$ cat src/rtl/ea_pkg.sv
// Shared widths, segment codes and helpers for the effective address generator.
// Assumes a 16-bit offset space and a four-bit segment shift.
package ea_pkg;
    localparam int OFF_W     = 16;
    localparam int SEG_SHIFT = 4;
    localparam int PA_W      = OFF_W + SEG_SHIFT;

    typedef enum logic [1:0] {
        SEG_EXTRA = 2'b00,
        SEG_CODE  = 2'b01,
        SEG_STACK = 2'b10,
        SEG_DATA  = 2'b11
    } seg_code_t;

    localparam logic [1:0] MODE_NODISP = 2'b00;
    localparam logic [1:0] MODE_DISP8  = 2'b01;
    localparam logic [1:0] MODE_DISP16 = 2'b10;
    localparam logic [1:0] MODE_REG    = 2'b11;
endpackage

$ cat src/rtl/ea_offset_calc.sv
// Combinational offset former.
// Adds the base/index pair that rm picks to the displacement that mode picks.
// Handles the direct-address case. Sums wrap at the offset width.
// Assumes mode is not the register mode whenever the result is used.
module ea_offset_calc #(
    parameter int W = 16
) (
    input  logic [1:0]   mode,
    input  logic [2:0]   rm,
    input  logic [W-1:0] disp,
    input  logic [W-1:0] reg_bx,
    input  logic [W-1:0] reg_bp,
    input  logic [W-1:0] reg_si,
    input  logic [W-1:0] reg_di,
    output logic [W-1:0] off_out,
    output logic         bp_based
);
    import ea_pkg::*;

    logic [W-1:0] base_sum;
    logic [W-1:0] disp_ext;
    logic         direct;

    // Pick the base/index sum that the rm code names
    always_comb begin
        case (rm)
            3'b000:  base_sum = reg_bx + reg_si;
            3'b001:  base_sum = reg_bx + reg_di;
            3'b010:  base_sum = reg_bp + reg_si;
            3'b011:  base_sum = reg_bp + reg_di;
            3'b100:  base_sum = reg_si;
            3'b101:  base_sum = reg_di;
            3'b110:  base_sum = reg_bp;
            default: base_sum = reg_bx;
        endcase
    end

    // Spot the direct-address form (no displacement mode, rm 110)
    always_comb direct = (mode == MODE_NODISP) && (rm == 3'b110);

    // Select and widen the displacement for the current mode
    always_comb begin
        case (mode)
            MODE_DISP8:  disp_ext = {{(W-8){disp[7]}}, disp[7:0]};
            MODE_DISP16: disp_ext = disp;
            default:     disp_ext = '0;
        endcase
    end

    // Form the final offset and flag a BP-based reference
    always_comb begin
        off_out  = direct ? disp : (base_sum + disp_ext);
        bp_based = !direct && ((rm == 3'b010) || (rm == 3'b011) || (rm == 3'b110));
    end
endmodule

$ cat src/rtl/ea_seg_select.sv
// Combinational segment chooser.
// The default is stack for a BP-based reference and data for any other.
// An override replaces the default with any of the four codes.
// Also returns the value of the chosen segment register.
module ea_seg_select #(
    parameter int W = 16
) (
    input  logic         bp_based,
    input  logic         ovr_en,
    input  logic [1:0]   ovr_sel,
    input  logic [W-1:0] seg_es,
    input  logic [W-1:0] seg_cs,
    input  logic [W-1:0] seg_ss,
    input  logic [W-1:0] seg_ds,
    output logic [1:0]   code_out,
    output logic [W-1:0] value_out
);
    import ea_pkg::*;

    logic [W-1:0] seg_bank [4];

    // Arrange the segment registers by their code
    always_comb begin
        seg_bank[SEG_EXTRA] = seg_es;
        seg_bank[SEG_CODE]  = seg_cs;
        seg_bank[SEG_STACK] = seg_ss;
        seg_bank[SEG_DATA]  = seg_ds;
    end

    // Resolve the code from override or default, then read the bank
    always_comb begin
        if (ovr_en) code_out = ovr_sel;
        else        code_out = bp_based ? SEG_STACK : SEG_DATA;
        value_out = seg_bank[code_out];
    end
endmodule

$ cat src/rtl/ea_phys_adder.sv
// Combinational physical address adder.
// Shifts the segment left by SHIFT bits and adds the zero-extended offset.
// The sum wraps at W+SHIFT bits.
module ea_phys_adder #(
    parameter int W     = 16,
    parameter int SHIFT = 4
) (
    input  logic [W-1:0]       seg_val,
    input  logic [W-1:0]       off_val,
    output logic [W+SHIFT-1:0] phys
);
    localparam int PW = W + SHIFT;

    // Add the shifted segment and the widened offset
    always_comb phys = {seg_val, {SHIFT{1'b0}}} + PW'(off_val);
endmodule

$ cat src/rtl/seg_addr_gen.sv
// Segmented effective address generator (top).
// Registers the offset, segment and physical address one cycle after a request.
// A register-mode request only updates the register flag and id.
// With no request, everything holds except the valid pulse.
module seg_addr_gen #(
    parameter int OFF_W     = ea_pkg::OFF_W,
    parameter int SEG_SHIFT = ea_pkg::SEG_SHIFT
) (
    input  logic                       clk,
    input  logic                       rst_n,
    input  logic                       req,
    input  logic [1:0]                 mode,
    input  logic [2:0]                 rm,
    input  logic                       wide,
    input  logic [OFF_W-1:0]           disp,
    input  logic [OFF_W-1:0]           reg_bx,
    input  logic [OFF_W-1:0]           reg_bp,
    input  logic [OFF_W-1:0]           reg_si,
    input  logic [OFF_W-1:0]           reg_di,
    input  logic [OFF_W-1:0]           seg_es,
    input  logic [OFF_W-1:0]           seg_cs,
    input  logic [OFF_W-1:0]           seg_ss,
    input  logic [OFF_W-1:0]           seg_ds,
    input  logic                       ovr_en,
    input  logic [1:0]                 ovr_sel,
    output logic                       addr_valid,
    output logic                       reg_operand,
    output logic [3:0]                 reg_id,
    output logic [OFF_W-1:0]           offset,
    output logic [1:0]                 seg_code,
    output logic [OFF_W-1:0]           seg_value,
    output logic [OFF_W+SEG_SHIFT-1:0] phys_addr
);
    import ea_pkg::*;

    localparam int PW = OFF_W + SEG_SHIFT;

    logic [OFF_W-1:0] off_c;
    logic             bp_c;
    logic [1:0]       code_c;
    logic [OFF_W-1:0] segv_c;
    logic [PW-1:0]    phys_c;
    logic             is_reg_c;
    logic             mem_req;

    ea_offset_calc #(.W(OFF_W)) u_off (
        .mode(mode), .rm(rm), .disp(disp),
        .reg_bx(reg_bx), .reg_bp(reg_bp), .reg_si(reg_si), .reg_di(reg_di),
        .off_out(off_c), .bp_based(bp_c)
    );

    ea_seg_select #(.W(OFF_W)) u_seg (
        .bp_based(bp_c), .ovr_en(ovr_en), .ovr_sel(ovr_sel),
        .seg_es(seg_es), .seg_cs(seg_cs), .seg_ss(seg_ss), .seg_ds(seg_ds),
        .code_out(code_c), .value_out(segv_c)
    );

    ea_phys_adder #(.W(OFF_W), .SHIFT(SEG_SHIFT)) u_pa (
        .seg_val(segv_c), .off_val(off_c), .phys(phys_c)
    );

    // Classify the incoming request
    always_comb begin
        is_reg_c = (mode == MODE_REG);
        mem_req  = req && !is_reg_c;
    end

    // Valid pulse and register-operand flag
    always_ff @(posedge clk) begin
        if (!rst_n) begin
            addr_valid  <= 1'b0;
            reg_operand <= 1'b0;
            reg_id      <= '0;
        end else begin
            addr_valid <= mem_req;
            if (req) reg_operand <= is_reg_c;
            if (req && is_reg_c) reg_id <= {wide, rm};
        end
    end

    // Address result registers, loaded only by memory requests
    always_ff @(posedge clk) begin
        if (!rst_n) begin
            offset    <= '0;
            seg_code  <= SEG_DATA;
            seg_value <= '0;
            phys_addr <= '0;
        end else if (mem_req) begin
            offset    <= off_c;
            seg_code  <= code_c;
            seg_value <= segv_c;
            phys_addr <= phys_c;
        end
    end
endmodule

$ cat config.mk
export PLATFORM = sky130hd
export DESIGN_NAME = seg_addr_gen
export DESIGN_NICKNAME = d
export VERILOG_FILES = /design/src/rtl/ea_pkg.sv /design/src/rtl/ea_offset_calc.sv /design/src/rtl/ea_seg_select.sv /design/src/rtl/ea_phys_adder.sv /design/src/rtl/seg_addr_gen.sv
export SDC_FILE = /design/constraint.sdc
export NUM_CORES = 1
export LEC_CHECK = 0
export BUFFER_PORTS_ARGS = -buffer_cell sky130_fd_sc_hd__buf_2
export CAP_MARGIN = 30
export CORE_AREA = 3 3 116 118
export CTS_CLUSTER_DIAMETER = 80
export DETAILED_ROUTE_END_ITERATION = 8
export DIE_AREA = 0 0 119 121
export GPL_ROUTABILITY_DRIVEN = 1
export PLACE_DENSITY = 0.8
export SYNTH_ARGS = -nofsm -noshare
export SYNTH_HDL_FRONTEND = slang
export SYNTH_SLANG_ARGS = --single-unit
$ cat constraint.sdc
create_clock -name clk -period 8.5 [get_ports clk]
set_clock_uncertainty 0.15 [all_clocks]
set_input_delay 0 -clock clk [delete_from_list [all_inputs] [get_ports clk]]
set_output_delay 0 -clock clk [all_outputs]
set_load 0.03 [all_outputs]
==> Yosys cells after proc, flatten, opt, wreduce, memory -nomap -nowiden <==
Index checks and enable logic that the tools add are counted.
W data, S select, Z words.
{ "word_totals": {"register_bits": 60, "input_bits": 156, "output_inout_bits": 60, "word_cells": 42} }
{ "classes": {"addsub": 6, "magnitude_cmp": 1, "n_eq_ne": 9, "muxes": 8, "n_bitwise": 1, "n_reduce_logical": 10} }
{ "ops": {"columns": ["operator", "count"], "rows": [
  ["$pmux W16 S7", 1],
  ["$add A16 B16 Y16", 5],
  ["$mux W16", 3],
  ["$bmux W16 S2", 1],
  ["$pmux W16 S2", 1],
  ["$add A20 B16 Y20", 1],
  ["$eq A3 B3 Y1 const B", 3],
  ["$eq A3 B2 Y1 const B", 2],
  ["$eq A2 B2 Y1 const B", 2],
  ["$logic_and A1 B1 Y1", 4],
  ["$eq A3 B1 Y1 const B", 1],
  ["$ge A3 B3 Y1 const B", 1],
  ["$logic_not A3 Y1", 1],
  ["$not A2 Y3", 1],
  ["$eq A2 B1 Y1 const B", 1],
  ["$logic_not A1 Y1", 2],
  ["$logic_not A2 Y1", 1],
  ["$logic_or A1 B1 Y1", 2],
  ["$mux W2", 1],
  ["$mux W1", 1]
]} }

==> Longest topological paths before layout <==
{ "depth": {"depth_word": 11, "depth_mapped": 32, "ltp_nobuf": 31} }

==> By module <==
Synthesis repeated with hierarchy kept, for this count alone.
{ "unflattened": {"cells_unflattened": 875, "area_unflattened_um2": 7233.2} }
{ "modules_own_cells": {"columns": ["mod", "instances", "cells_per_inst", "area_per_inst_um2", "seq_area_each_um2"], "rows": [
  ["ea_offset_calc", 1, 483, 3513.4, 0.0],
  ["seg_addr_gen", 1, 259, 2472.4, 1201.2],
  ["ea_phys_adder", 1, 110, 802.0, 0.0],
  ["ea_seg_select", 1, 23, 445.4, 0.0]
]} }

==> Least setup slack after synthesis <==
OpenSTA, ideal clock, no wires.
{ "synth_timing": {"kind": "input to register", "startpoint": "input rm[1]", "endpoint": "register phys_addr[19]", "setup_ns": 0.132, "arrival_time_ns": 5.835, "required_time_ns": 8.218, "path_slack_ns": 2.383, "path_stages": 30, "n_path_buf": 1, "cell_sequence": "buf_2 > nor3b_4 > mux2_2 > ha_1 > fa_1 > a21o_1 > a21o_1 > nand2_1 > nand2b_1 > a21oi_1 > xor2_1 > nor2_1 > a211oi_1 > a211oi_1 > ha_1 > a2111oi_0 > o21ai_1 > nand2_1 > nor2_1 > a31oi_1 > xor2_1 > a21oi_1 > ha_1 > or3_1 > o22a_1 > maj3_1 > a211o_1 > and2_1 > a221oi_1 > a21oi_1"} }
{ "synth_via": {"word_cells_on_any_way": 22, "cone_classes": "add/sub: 2; eq/ne: 6; mux: 7; bitwise: 1; reduce/logical: 6"} }
{ "synth_rtl": {"columns": ["item", "line", "text"], "rows": [
  ["from (decl)", "seg_addr_gen.sv:13", "input logic [2:0] rm,"],
  ["$eq A3 B3 Y1 (tied with other cells)", "ea_offset_calc.sv:26, ea_offset_calc.sv:39", null],
  ["$pmux W16 S7", "ea_offset_calc.sv:26", "case (rm)"],
  ["$add A16 B16 Y16", "ea_offset_calc.sv:52", "off_out = direct ? disp : (base_sum + disp_ext);"],
  ["$mux W16 (*)", "ea_offset_calc.sv:52", null],
  ["net off_c[11]", "seg_addr_gen.sv:38", "logic [OFF_W-1:0] off_c;"],
  ["$add A20 B16 Y20 (*)", "ea_phys_adder.sv:15", "always_comb phys = {seg_val, {SHIFT{1'b0}}} + PW'(off_val);"],
  ["to (signal assigned)", "seg_addr_gen.sv:92", "phys_addr <= phys_c;"],
  ["to (decl)", "seg_addr_gen.sv:32", "output logic [OFF_W+SEG_SHIFT-1:0] phys_addr"]
]} }
Mark *: on every way through the listed nets, which the timed path passes. The rest lies on a longest branch. The select of a mux whose other input is x is not followed.
A chain may end at the register's enable or synchronous reset.

==> Final worst setup path <==
{ "layout_timing": {"startpoint": "input rm[0]", "endpoint": "register phys_addr[18]"} }
Same word-level chain as after synthesis.

==> impl_metrics.ini <==
[finish]
layout_commonest_cell = buf_2
post-route-util_pct = 62.27
syn_to_final_growth_pct = 21.86
finish.net_count = 1232
drive_gt1_share_pct = 30.53
most-common-layout-cells = buf_2, nand2_1, a21oi_1

[clock_tree]
clk_pin_slew_ps = 70
clock_latency_ps = 290
cts_root_buf = clkbuf_16
clockBufferDepth = 2
post_cts_resized = 0
cts_tree = done
cts-buffers-inserted = 5
htreeDepth = 2
cts.sinks = 56

[synthesis]
synth_area_leaders = dfxtp_1, ha_1, mux2_2
synth-compound-area-share_pct = 24.84
synth_top_family_by_area = compound AO/OA/AOI/OAI gates
ys_ff_latch = 56
syn_inst = 816
seq_area_frac_synth_pct = 17.46
synthAdderAreaFrac_pct = 13.29
synth_xor_area_share_pct = 5.728
synth_warnings = 0
synth_edf_count = 0
syn_area_per_cell_sq_um = 7.871
yosys.area.top_type = dfxtp_1
synth_area_sq_um = 6422
yosys.area_share.simple_pct = 19.97
synth_top_area_share_pct = 17.46
synth_mux_area_share_pct = 14.55
synth.distinct_cells = 68
async_reset_ff_share_pct = 0
synth-main-ff-cell = dfxtp_1
syn_nets = 1037

[global_routing]
grt_max_degree = 55
grt_pass1_vias = 6529
antenna_found_initial = 2
overflow = 0
grt.total_usage_pct = 24.52
grt_pass1_wl_mm = 30.06

[run]
drv_cap = 0

[setup_path]
crit_type = input port to register
crit_start = rm[0]
worstSetupStartpointType = input port
cpLargestDelayFamily = compound AO/OA/AOI/OAI gates
cpMaxStageDelayCell = nor3b_4
crit_top_cell = a21oi_1
regToRegStartpoint = phys_addr[19]
worstSetupEndpointType = register
reg2regPathDepth = 2
endpoint = phys_addr[18]
critPathMaxFanout = 24
cp.required_ps = 8550
slowest_delay_ps = 570
crit_cells = 31
crit_buf_inv = 2
crit_arrival_ps = 6910
worstReg2RegEnd = phys_addr[19]
r2r_slack_ps = 7530

[die]
ios = 216
fp.dieH_microns = 121
core_area_sq_um = 12570
fp.dieArea_sq_um = 14400
start_util_pct = 51.10
rows = 41
die_w_microns = 119

[sta]
setup_tns_ps = 0
finalCriticalPeriod_ps = 6862
fmax_ghz = 0.1457
slew_headroom_pct = 36.62
setup_slack_ps = 1638
min_period_over_period_pct = 80.73
hold_viol = 0
finalSetupViolCount = 0
rsz0062_at_grt = false
drv_slew = 0
worst_pin_slew_ps = 950.8

[pwr]
leakage_nw = 3.591
ir_drop_v = 0.00008601
swShare_pct = 42.47
combPwrFrac_pct = 57.8
p_switching_mw = 0.5179
internal_power_mw = 0.7015
finalPower_mw = 1.219
power_density_nw_per_um2 = 155.8
sequentialPowerShare_pct = 25.3
p_clk_share_pct = 16.9

[place]
finalWeightedCongestion = 0.8880
portBuffers = 215
pre_cts_ws_ps = 1468
dp_hpwl_mm = 14.83

[route]
vias_per_cell = 5.835
route.detailed.drc = 0
drtPass1Iterations = 5
ant_nets = 0
drt_iter0_drc = 470
drt_wl_total_mm = 18.43
num_vias = 6915
wl_per_cell_microns = 15.55

[min_path]
hold_path.class = input port to register
worstHoldStart = disp[11]
hold_path_depth = 5

[run_status]
status = completed
[logic make-up (layout without fill, tap and decap cells)]
logic type	count (synthesis)	in the layout
DFF	56	56
AOI/OAI and AO/OA	244	244
adders and majority gates	66	66
buffers and inverters	66	262
other	0	1
and+or+nand+nor	275	275
muxes	67	67
xor gates and xnor gates	42	42
[worst min-delay path: stages]
cell     delay (ps)
buf_2           110
nor2_1          100
a21oi_1          70
nand2_1          80
a21oi_1          60
[how the worst min path moves through the flow]
stage	to
floorplan	seg_code[0]
global placement	seg_code[1]
detailed placement	seg_code[1]
CTS	offset[15]
global route	offset[7]
finish	offset[11]
[metrics by stage]
step / hold slack, ps / instance area (sq um) / cells
3_3_place_gp: 92.52 / 7599 / 1168
4_1_cts: 14.27 / 7824 / 1184
2_1_floorplan: -78.17 / 6422 / 816
6_report: 18.54 / 7826 / 1185
5_1_grt: 72.22 / 7826 / 1185
3_5_place_dp: 94.71 / 7599 / 1168
[power by group through the flow]
stage / Clock, mW / Sequential, mW / Combinational [mW]
2_1_floorplan: 0 / 0.376 / 0.459
3_3_place_gp: 0 / 0.313 / 0.682
3_5_place_dp: 0 / 0.314 / 0.692
4_1_cts: 0.208 / 0.309 / 0.701
5_1_grt: 0.220 / 0.313 / 0.779
6_report: 0.206 / 0.309 / 0.705
[final cells by class]
cell class                      count  area [sq um]
Fill cell                        1179          4742
Sequential cell                    56          1121
Timing Repair Buffer              230          1209
Clock inverter                      2         16.27
Antenna cell                        1         2.502
Tap cell                          172         215.2
Inverter                           24         90.09
Clock buffer                        6         128.9
Multi-Input combinational cell    694          5044
[state kept, by name, indices dropped and copies added, names as in the netlist]
register,count
addr_valid,1
offset,16
seg_value,16
reg_id,4
reg_operand,1
seg_code,2
phys_addr,16
[metal layers]
layer	part of all wire, %	global-route usage [%]	vias to the layer above
li1	-	-	3391
met1	42	30.54	3245
met3	5.0	3.403	43
met5	0.060	0	-
met4	2.7	6.879	2
met2	50	44.12	234
[synthesized netlist by cell type (7+ instances only)]
cell type / number
clkbuf_1: 27
o21a_1: 12
buf_1: 7
o211ai_1: 9
mux2_2: 47
nor2_1: 73
inv_1: 23
xor2_1: 18
a21oi_1: 85
xnor2_1: 24
o221ai_1: 12
nor3_1: 14
nand2b_1: 12
a211oi_1: 20
nor2b_1: 7
mux4_2: 16
nand3_1: 20
or3_1: 7
a21o_1: 14
a21boi_0: 7
o22ai_1: 11
o21bai_1: 8
o21ai_0: 29
dfxtp_1: 56
and2_1: 12
nand2_1: 107
ha_1: 61
[repair_timing]
| action | 4_1_cts | 5_1_grt |
|---|---|---|
| buffers inserted | 0 | 0 |
| hold buffers | 8 | 0 |
| hold endpoints to repair | 22 | 0 |
Power figures use the tool's default switching activity.
